File: config.mk
export PLATFORM = sky130hd
export DESIGN_NAME = table_mbox_responder
export DESIGN_NICKNAME = d
export VERILOG_FILES = /design/src/rtl/tamr_pkg.sv /design/src/rtl/tamr_ctrl.sv /design/src/rtl/tamr_datapath.sv /design/src/rtl/table_mbox_responder.sv
export SDC_FILE = /design/constraint.sdc
export NUM_CORES = 1
export LEC_CHECK = 0
export ABC_AREA = 0
export BUFFER_PORTS_ARGS = -buffer_cell sky130_fd_sc_hd__clkbuf_2
export CAP_MARGIN = 5
export CELL_PAD_IN_SITES_DETAIL_PLACEMENT = 2
export CELL_PAD_IN_SITES_GLOBAL_PLACEMENT = 2
export CORE_UTILIZATION = 25
export CTS_BUF_LIST = sky130_fd_sc_hd__clkbuf_4 sky130_fd_sc_hd__clkbuf_8
export DETAILED_ROUTE_END_ITERATION = 8
export MAX_ROUTING_LAYER = met4
export PLACE_DENSITY_LB_ADDON = 0.1
export SLEW_MARGIN = 20
export SYNTH_ARGS = -nofsm -noshare
export SYNTH_HDL_FRONTEND = slang
export SYNTH_SLANG_ARGS = --single-unit
File: constraint.sdc
create_clock -name clk -period 6.6 [get_ports clk]
set_input_delay 0.99 -clock clk [delete_from_list [all_inputs] [get_ports clk]]
set_output_delay 0.99 -clock clk [all_outputs]
set_load 0.02 [all_outputs]
File: src/rtl/tamr_pkg.sv
package tamr_pkg;
  localparam int DW          = 32;
  localparam int HANDLE_W    = 16;
  localparam int HDR_DW      = 3;
  localparam int REQ_DW      = 3;
  localparam int NUM_ENT     = 6;
  localparam int MAX_ENT_DW  = 7;
  localparam int MAX_RESP_DW = HDR_DW + MAX_ENT_DW;
  localparam int IDX_W       = $clog2(MAX_RESP_DW + 1);
  localparam logic [HANDLE_W-1:0] HANDLE_END = '1;

  localparam logic [7:0] KIND_RANGE = 8'd0;
  localparam logic [7:0] KIND_PERF  = 8'd1;
  localparam logic [7:0] KIND_MTYPE = 8'd2;

  typedef enum logic [1:0] {ST_IDLE, ST_BUILD, ST_HOLD} tamrState_e;

  typedef struct packed {
    logic acceptWr;
    logic objEnd;
    logic build;
    logic pop;
  } tamrStrobes_t;
endpackage

File: src/rtl/tamr_ctrl.sv
module tamr_ctrl
  import tamr_pkg::*;
(
  input  logic         clk,
  input  logic         rst_n,
  input  logic         wrValid,
  input  logic         wrLast,
  input  logic         rdPop,
  input  logic         reqOk,
  input  logic         lastWord,
  output tamrStrobes_t strb,
  output logic         busy,
  output logic         rdReady
);
  tamrState_e state, stateNext;

  always_comb begin
    stateNext = state;
    strb      = '0;
    unique case (state)
      ST_IDLE: begin
        strb.acceptWr = wrValid;
        strb.objEnd   = wrValid && wrLast;
        if (wrValid && wrLast && reqOk) stateNext = ST_BUILD;
      end
      ST_BUILD: begin
        strb.build = 1'b1;
        stateNext  = ST_HOLD;
      end
      ST_HOLD: begin
        strb.pop = rdPop;
        if (rdPop && lastWord) stateNext = ST_IDLE;
      end
      default: stateNext = ST_IDLE;
    endcase
  end

  always_ff @(posedge clk) begin
    if (!rst_n) state <= ST_IDLE;
    else        state <= stateNext;
  end

  assign busy    = (state != ST_IDLE);
  assign rdReady = (state == ST_HOLD);

  AST_SHORT_DROP: assert property (@(posedge clk) disable iff (!rst_n)
    (!busy && wrValid && wrLast && !reqOk) |=> !busy);
  AST_READY_LAT: assert property (@(posedge clk) disable iff (!rst_n)
    (!busy && wrValid && wrLast && reqOk) |=> (busy && !rdReady) ##1 rdReady);
  AST_READY_CLEAR: assert property (@(posedge clk) disable iff (!rst_n)
    (rdReady && rdPop && lastWord) |=> (!rdReady && !busy));
  AST_BUSY_HOLDS: assert property (@(posedge clk) disable iff (!rst_n)
    (rdReady && !(rdPop && lastWord)) |=> rdReady);
endmodule

File: src/rtl/tamr_datapath.sv
module tamr_datapath
  import tamr_pkg::*;
#(
  parameter logic [15:0] VENDOR_ID   = 16'h1A2B,
  parameter logic [7:0]  OBJ_TYPE    = 8'h02,
  parameter logic [63:0] RANGE_BYTES = 64'h0000_0002_4000_0000
)(
  input  logic          clk,
  input  logic          rst_n,
  input  tamrStrobes_t  strb,
  input  logic [DW-1:0] wrData,
  output logic          reqOk,
  output logic          lastWord,
  output logic [DW-1:0] rdData
);
  localparam int CNT_W = $clog2(REQ_DW + 1);

  logic [CNT_W-1:0]    wrCnt;
  logic [HANDLE_W-1:0] reqHandle;
  logic [HANDLE_W-1:0] nextHandle;
  logic [IDX_W-1:0]    respLen;
  logic [IDX_W-1:0]    rdIdx;
  logic [15:0]         entBytes;
  logic [15:0]         entDwords;

  function automatic logic [15:0] entryBytes(input logic [HANDLE_W-1:0] h);
    if (h == 16'd0)       return 16'd24;
    else if (h <= 16'd4)  return 16'd20;
    else if (h == 16'd5)  return 16'd26;
    else                  return 16'd0;
  endfunction

  function automatic logic [DW-1:0] entryWord(input logic [HANDLE_W-1:0] h,
                                              input logic [IDX_W-1:0] k);
    logic [DW-1:0] w;
    logic [31:0]   unit;
    logic [15:0]   val;
    w    = '0;
    unit = (h <= 16'd2) ? 32'd10000 : 32'd1000;
    val  = (h == 16'd1) ? 16'd15 : (h == 16'd2) ? 16'd25 : 16'd16;
    if (h == 16'd0) begin
      case (k)
        4'd0: w = {entryBytes(h), 8'h00, KIND_RANGE};
        4'd1: w = 32'h0000_0400;
        4'd4: w = RANGE_BYTES[31:0];
        4'd5: w = RANGE_BYTES[63:32];
        default: w = '0;
      endcase
    end else if (h <= 16'd4) begin
      case (k)
        4'd0: w = {entryBytes(h), 8'h00, KIND_PERF};
        4'd1: w = {8'h00, h[7:0] - 8'd1, 16'h0000};
        4'd2: w = unit;
        4'd4: w = {16'h0000, val};
        default: w = '0;
      endcase
    end else if (h == 16'd5) begin
      case (k)
        4'd0: w = {entryBytes(h), 8'h00, KIND_MTYPE};
        4'd1: w = {8'h00, 8'd2, 16'h0000};
        4'd4: w = RANGE_BYTES[31:0];
        4'd5: w = RANGE_BYTES[63:32];
        default: w = '0;
      endcase
    end
    return w;
  endfunction

  // request side
  assign reqOk = (int'(wrCnt) >= REQ_DW - 1);

  always_ff @(posedge clk) begin
    if (!rst_n) begin
      wrCnt     <= '0;
      reqHandle <= '0;
    end else begin
      if (strb.acceptWr && wrCnt == CNT_W'(REQ_DW - 1))
        reqHandle <= wrData[31:16];
      if (strb.objEnd)
        wrCnt <= '0;
      else if (strb.acceptWr && wrCnt != CNT_W'(REQ_DW))
        wrCnt <= wrCnt + 1'b1;
    end
  end

  // response build and drain
  assign entBytes  = entryBytes(reqHandle);
  assign entDwords = (entBytes + 16'd3) >> 2;

  always_ff @(posedge clk) begin
    if (!rst_n) begin
      respLen    <= '0;
      nextHandle <= '0;
      rdIdx      <= '0;
    end else if (strb.build) begin
      respLen    <= IDX_W'(HDR_DW) + entDwords[IDX_W-1:0];
      nextHandle <= (reqHandle < 16'(NUM_ENT - 1)) ? reqHandle + 1'b1 : HANDLE_END;
      rdIdx      <= '0;
    end else if (strb.pop) begin
      rdIdx <= rdIdx + 1'b1;
    end
  end

  assign lastWord = (rdIdx == respLen - 1'b1);

  always_comb begin
    unique case (rdIdx)
      4'd0:    rdData = {8'h00, OBJ_TYPE, VENDOR_ID};
      4'd1:    rdData = DW'(respLen);
      4'd2:    rdData = {nextHandle, 8'h00, 8'h00};
      default: rdData = entryWord(reqHandle, rdIdx - IDX_W'(HDR_DW));
    endcase
  end

  AST_NEXT_END: assert property (@(posedge clk) disable iff (!rst_n)
    strb.build |=> ((nextHandle == HANDLE_END) == ($past(reqHandle) >= 16'(NUM_ENT - 1))));
  AST_NEXT_INC: assert property (@(posedge clk) disable iff (!rst_n)
    (strb.build && reqHandle < 16'(NUM_ENT - 1)) |=> nextHandle == $past(reqHandle) + 1'b1);
  AST_LEN_RANGE: assert property (@(posedge clk) disable iff (!rst_n)
    strb.build |=> (respLen >= IDX_W'(HDR_DW) && respLen <= IDX_W'(MAX_RESP_DW)));
  AST_POP_BOUND: assert property (@(posedge clk) disable iff (!rst_n)
    strb.pop |-> rdIdx < respLen);
  AST_WR_KNOWN: assert property (@(posedge clk) disable iff (!rst_n)
    strb.acceptWr |-> !$isunknown(wrData));
endmodule

File: src/rtl/table_mbox_responder.sv
module table_mbox_responder
  import tamr_pkg::*;
#(
  parameter logic [15:0] VENDOR_ID   = 16'h1A2B,
  parameter logic [7:0]  OBJ_TYPE    = 8'h02,
  parameter logic [63:0] RANGE_BYTES = 64'h0000_0002_4000_0000
)(
  input  logic          clk,
  input  logic          rst_n,
  input  logic          wrValid,
  input  logic [DW-1:0] wrData,
  input  logic          wrLast,
  output logic          busy,
  output logic          rdReady,
  output logic [DW-1:0] rdData,
  input  logic          rdPop
);
  tamrStrobes_t strb;
  logic         reqOk;
  logic         lastWord;

  tamr_ctrl u_ctrl (
    .clk      (clk),
    .rst_n    (rst_n),
    .wrValid  (wrValid),
    .wrLast   (wrLast),
    .rdPop    (rdPop),
    .reqOk    (reqOk),
    .lastWord (lastWord),
    .strb     (strb),
    .busy     (busy),
    .rdReady  (rdReady)
  );

  tamr_datapath #(
    .VENDOR_ID   (VENDOR_ID),
    .OBJ_TYPE    (OBJ_TYPE),
    .RANGE_BYTES (RANGE_BYTES)
  ) u_dp (
    .clk      (clk),
    .rst_n    (rst_n),
    .strb     (strb),
    .wrData   (wrData),
    .reqOk    (reqOk),
    .lastWord (lastWord),
    .rdData   (rdData)
  );
endmodule

==> results.txt <==
----------------------------------------------------
[Global route]
  Largest net degree at the start of global routing ... 35
  Global-route met3 utilization ... roughly 2.5%
  Global-route track usage on met2 ... 24.80%
  Total routing resource utilization after global routing ... 15.37%
  Via count of the first global-routing pass ... approximately 2,700
  Met1 usage ... 19.96%
  Initial antenna violation count ... 0
  Grt ovf ... 0
  Top Usage Layer GRT ... met2
  First-pass GRT wire length ... 13,810 um

[Die]
  Initial core utilization ... approximately a quarter
  Io pins ... between 70 and 80
  # rows ... 38
  Vertical die dimension ... around 110 um
  Die width ... between 100 and 150 um
  Core area ... about 11,000 um^2
  Floorplan die area ... 11,900 um^2

[Yosys]
  Number of synthesized register bits ... 44
  Largest cells by area after synthesis ... sky130_fd_sc_hd__dfxtp_1, sky130_fd_sc_hd__nand2_1, sky130_fd_sc_hd__ha_1, sky130_fd_sc_hd__a21boi_0, sky130_fd_sc_hd__nor2_1
  Dominant synthesized flop cell ... sky130_fd_sc_hd__dfxtp_1
  Mean post-synth cell area ... ~7.6 um^2
  Part of the Yosys area used for sequential elements ... slightly above 30%
  Distinct cell type count after synthesis ... 49
  Proportion of netlist area held by the largest area contributor ... about 30%
  Leading area contributor after synthesis ... sky130_fd_sc_hd__dfxtp_1
  Netlist area before placement ... between 2000 and 3000 um^2
  Count of flip-flops with a built-in enable after synthesis ... 0
  Yosys warning total ... 0
  Number of instances in the synthesized netlist ... between 300 and 400
  Synth async-reset ratio ... 0%

[Timing]
  Share of the clock period used by the worst path ... between 50% and 60%
  Post-route clock skew ... around 7.6 ps
  Slew margin rel. ... about a third
  Setup TNS ... 0 ps
  Max frequency ... around 260 MHz
  Max-slew violation total from the final report ... 0
  Setup repair after global routing missed its margin ... no
  Final Hold Viols ... 0
  Final setup violation count ... 0
  Shortest clock period the worst path allows after layout ... ~3900 ps
  Worst-margin pin slew ... a little under 1000 ps

[Worst setup path]
  Crit path from ... u_dp.rdIdx[0]
  Maximum fanout encountered on the critical timing path ... 12
  R2r startpoint ... u_dp.reqHandle[3]
  Terminus of the critical flop-to-flop path ... u_dp.respLen[2]
  Cell family with the largest share of critical-path delay ... simple AND/OR/NAND/NOR gates
  Cell depth of the worst setup path ... 8
  Endpoint required time on the critical path ... ~5600 ps
  Crit path arrival time ... 2880 ps
  Worst reg-to-reg setup slack ... 4050 ps
  Kind of critical path ... reg2out
  Critical-path top delay cell ... sky130_fd_sc_hd__dfxtp_1
  Stage delay of the slowest cell on the critical path ... around 600 ps
  Cell-by-cell listing of the critical path ... inv_1 -> ha_1 -> nor3_1 -> o311ai_1 -> nor3_4 -> nand3_2 -> o32ai_1 -> clkbuf_2
  Crit path capture type ... output port
  Reg2Reg Depth ... 8
  Worst setup path end ... rdData[10]
  Critical Path Start Type ... flip-flop
  Worst Path Buf+Inv ... 2

[Drt]
  Number of violations reported at the end of detailed-routing iteration 0 ... 55
  DR vias ... approximately 2,700
  First-pass DRT Iterations ... 4
  Routed length per instance ... 15.33 um
  Average via count per standard cell ... 4.907
  Detail Route Antenna Nets ... 0
  Post-route DRC ... 0
  Post-Route WL ... 8416 um

[CTS]
  TritonCTS Buffers ... 5
  Clock-pin slew reported for the worst setup and hold paths after clock tree synthesis ... roughly 90 ps
  TritonCTS clock tree ... built
  Worst-case clock buffer depth ... 2
  Post-CTS setup buffers ... 0
  Later-pin clock latency in the skew report ... 300 ps
  Post-cts repair resize count ... 0
  CTS root buffer ... sky130_fd_sc_hd__clkbuf_8
  Number of H-tree levels ... 2
  Clock sink total ... 44
  Hold-fix buffer count after cts ... 0

[Finish]
  Fill cell instance count of the final layout ... approximately 1,300
  Number of nets at the end of the flow ... 462
  Area added between synthesis and finish ... 13.18%
  Antenna diodes ... 0
  Area of all placed cells without fillers ... 3246 um^2
  Fraction of final layout cells sized beyond drive strength 1 ... roughly 17%

[Placed design]
  Final HPWL DP ... 6409 um
  Gpl congestion ... about 0.70
  IO buf count ... 52
  DP Area ... around 3200 um^2

[Worst hold path]
  Number of cells on the worst hold path ... 2
  Class of the worst hold path ... reg2reg

[Power]
  Maximum vdd drop ... between 0.05 and 0.06 mV
  Static Leak ... between 1 and 1.5 nW
  P per Cell Area ... roughly 150 nW/um^2

[Outcome]
  Status ... finished clean

[Job]
  Number of max-cap violations ... 0

----------------------------------------------------
-- cell families after synthesis --
group                      Yosys count  share of synthesized area, %
other                                1                        0.1308
DFF                                 44                         30.72
xor gates and xnor gates            15                         4.581
buffers and inverters               47                         7.417
adders and majority gates           16                         6.981
and+or+nand+nor                    165                         28.62
AOI/OAI and AO/OA                   90                         21.55
-- cell type report --
cell class	instances	area (um^2)	area share [%]
clock inverters	2	12.51	0.3855
multi-input cells	288	1780	54.86
well taps	140	175.2	5.397
inverters	18	67.56	2.082
clock buffers	5	68.82	2.120
repair buffers	52	260.3	8.019
flip-flops and latches	44	880.8	27.14
-- Yosys cell counts (2+ instances only) --
| cell type | number |
|---|---|
| sky130_fd_sc_hd__a2111oi_4 | 2 |
| sky130_fd_sc_hd__a21boi_0 | 19 |
| sky130_fd_sc_hd__a21oi_1 | 19 |
| sky130_fd_sc_hd__a31oi_1 | 5 |
| sky130_fd_sc_hd__a32oi_1 | 2 |
| sky130_fd_sc_hd__and2_1 | 6 |
| sky130_fd_sc_hd__and3_1 | 11 |
| sky130_fd_sc_hd__buf_2 | 2 |
| sky130_fd_sc_hd__buf_4 | 5 |
| sky130_fd_sc_hd__buf_6 | 2 |
| sky130_fd_sc_hd__clkbuf_1 | 19 |
| sky130_fd_sc_hd__dfxtp_1 | 44 |
| sky130_fd_sc_hd__ha_1 | 16 |
| sky130_fd_sc_hd__inv_1 | 18 |
| sky130_fd_sc_hd__nand2_1 | 57 |
| sky130_fd_sc_hd__nand2b_1 | 6 |
| sky130_fd_sc_hd__nand3_1 | 12 |
| sky130_fd_sc_hd__nand3_2 | 3 |
| sky130_fd_sc_hd__nor2_1 | 38 |
| sky130_fd_sc_hd__nor2b_1 | 7 |
| sky130_fd_sc_hd__nor3_1 | 9 |
| sky130_fd_sc_hd__nor3_2 | 2 |
| sky130_fd_sc_hd__nor4_1 | 5 |
| sky130_fd_sc_hd__o211a_1 | 2 |
| sky130_fd_sc_hd__o211ai_1 | 6 |
| sky130_fd_sc_hd__o21ai_0 | 15 |
| sky130_fd_sc_hd__o21ai_1 | 9 |
| sky130_fd_sc_hd__o32ai_1 | 2 |
| sky130_fd_sc_hd__or3_1 | 2 |
| sky130_fd_sc_hd__xnor2_1 | 8 |
| sky130_fd_sc_hd__xor2_1 | 7 |
-- worst min path at each step --
| stage | from | endpoint |
|---|---|---|
| after CTS | u_dp.reqHandle[10] | u_dp.reqHandle[10] |
| after global placement | u_dp.nextHandle[12] | u_dp.nextHandle[12] |
| after detailed placement | u_dp.nextHandle[15] | u_dp.nextHandle[15] |
| after floorplan | u_dp.nextHandle[10] | u_dp.nextHandle[10] |
| final | u_dp.nextHandle[15] | u_dp.nextHandle[15] |
| after global routing | u_dp.reqHandle[8] | u_dp.reqHandle[8] |
-- metrics by stage --
step / hold WS (ps) / total power, W / util, % / cells / setup WS, ps
2_1_floorplan: 431.8 / 0.0003027 / - / 379 / 3227
3_3_place_gp: 442.9 / 0.0003146 / 28.69 / 542 / 3027
3_5_place_dp: 459.2 / 0.0003155 / 28.69 / 542 / 3009
4_1_cts: 481.3 / 0.0004898 / 29.42 / 549 / 2667
5_1_grt: 497.2 / 0.0005050 / 29.42 / 549 / 2456
6_report: 474.1 / 0.0004769 / 29.42 / 549 / 2728
-- report_power, final --
group / internal, W / switching, W / total (W) / leakage (nW)
clock: 0.0000719 / 0.0000968 / 0.000169 / 0.0400
sequential: 0.000268 / 0.00000250 / 0.000270 / 0.355
combinational: 0.0000151 / 0.0000231 / 0.0000382 / 0.950
-- layout by cell type, fill, tap and decap left out, types with 2 or more instances in the layout --
master and instances:
sky130_fd_sc_hd__a2111oi_4 2, sky130_fd_sc_hd__a21boi_0 19, sky130_fd_sc_hd__nor3_1 9, sky130_fd_sc_hd__nor2b_1 6
sky130_fd_sc_hd__a31oi_1 5, sky130_fd_sc_hd__nor4_1 5, sky130_fd_sc_hd__clkbuf_2 52, sky130_fd_sc_hd__inv_1 18
sky130_fd_sc_hd__nand3_1 12, sky130_fd_sc_hd__a32oi_1 2, sky130_fd_sc_hd__o211ai_1 6, sky130_fd_sc_hd__o32ai_1 2
sky130_fd_sc_hd__dfxtp_1 44, sky130_fd_sc_hd__nand2_1 57, sky130_fd_sc_hd__and3_1 11, sky130_fd_sc_hd__o21ai_1 9
sky130_fd_sc_hd__o211a_1 2, sky130_fd_sc_hd__nand2b_1 6, sky130_fd_sc_hd__nor2_1 38, sky130_fd_sc_hd__nor3_2 2
sky130_fd_sc_hd__a21oi_1 19, sky130_fd_sc_hd__ha_1 16, sky130_fd_sc_hd__conb_1 2, sky130_fd_sc_hd__o21ai_0 15
sky130_fd_sc_hd__or3_1 2, sky130_fd_sc_hd__clkbuf_8 5, sky130_fd_sc_hd__xnor2_1 8, sky130_fd_sc_hd__and2_1 6
sky130_fd_sc_hd__nand3_2 3, sky130_fd_sc_hd__xor2_1 7
-- registers in the layout, indices dropped and copies added (netlist names) --
register	cells
u_ctrl.state	2
u_dp.nextHandle	16
u_dp.rdIdx	4
u_dp.reqHandle	16
u_dp.respLen	4
u_dp.wrCnt	2
-- tightest hold or removal path: cells and delay by family (launching register included) --
| kind | cells | cell delay, ps |
|---|---|---|
| flops | 1 | 330 |
| simple gates | 2 | 120 |
-- metal layers --
| metal | vias to the layer above | part of all wire, % |
|---|---|---|
| li1 | 1337 | - |
| met1 | 1303 | 50 |
| met2 | 46 | 45 |
| met3 | 8 | 3.2 |
| met4 | 0 | 1.0 |
| met5 | - | 0 |
Power figures use the tool's default switching activity.
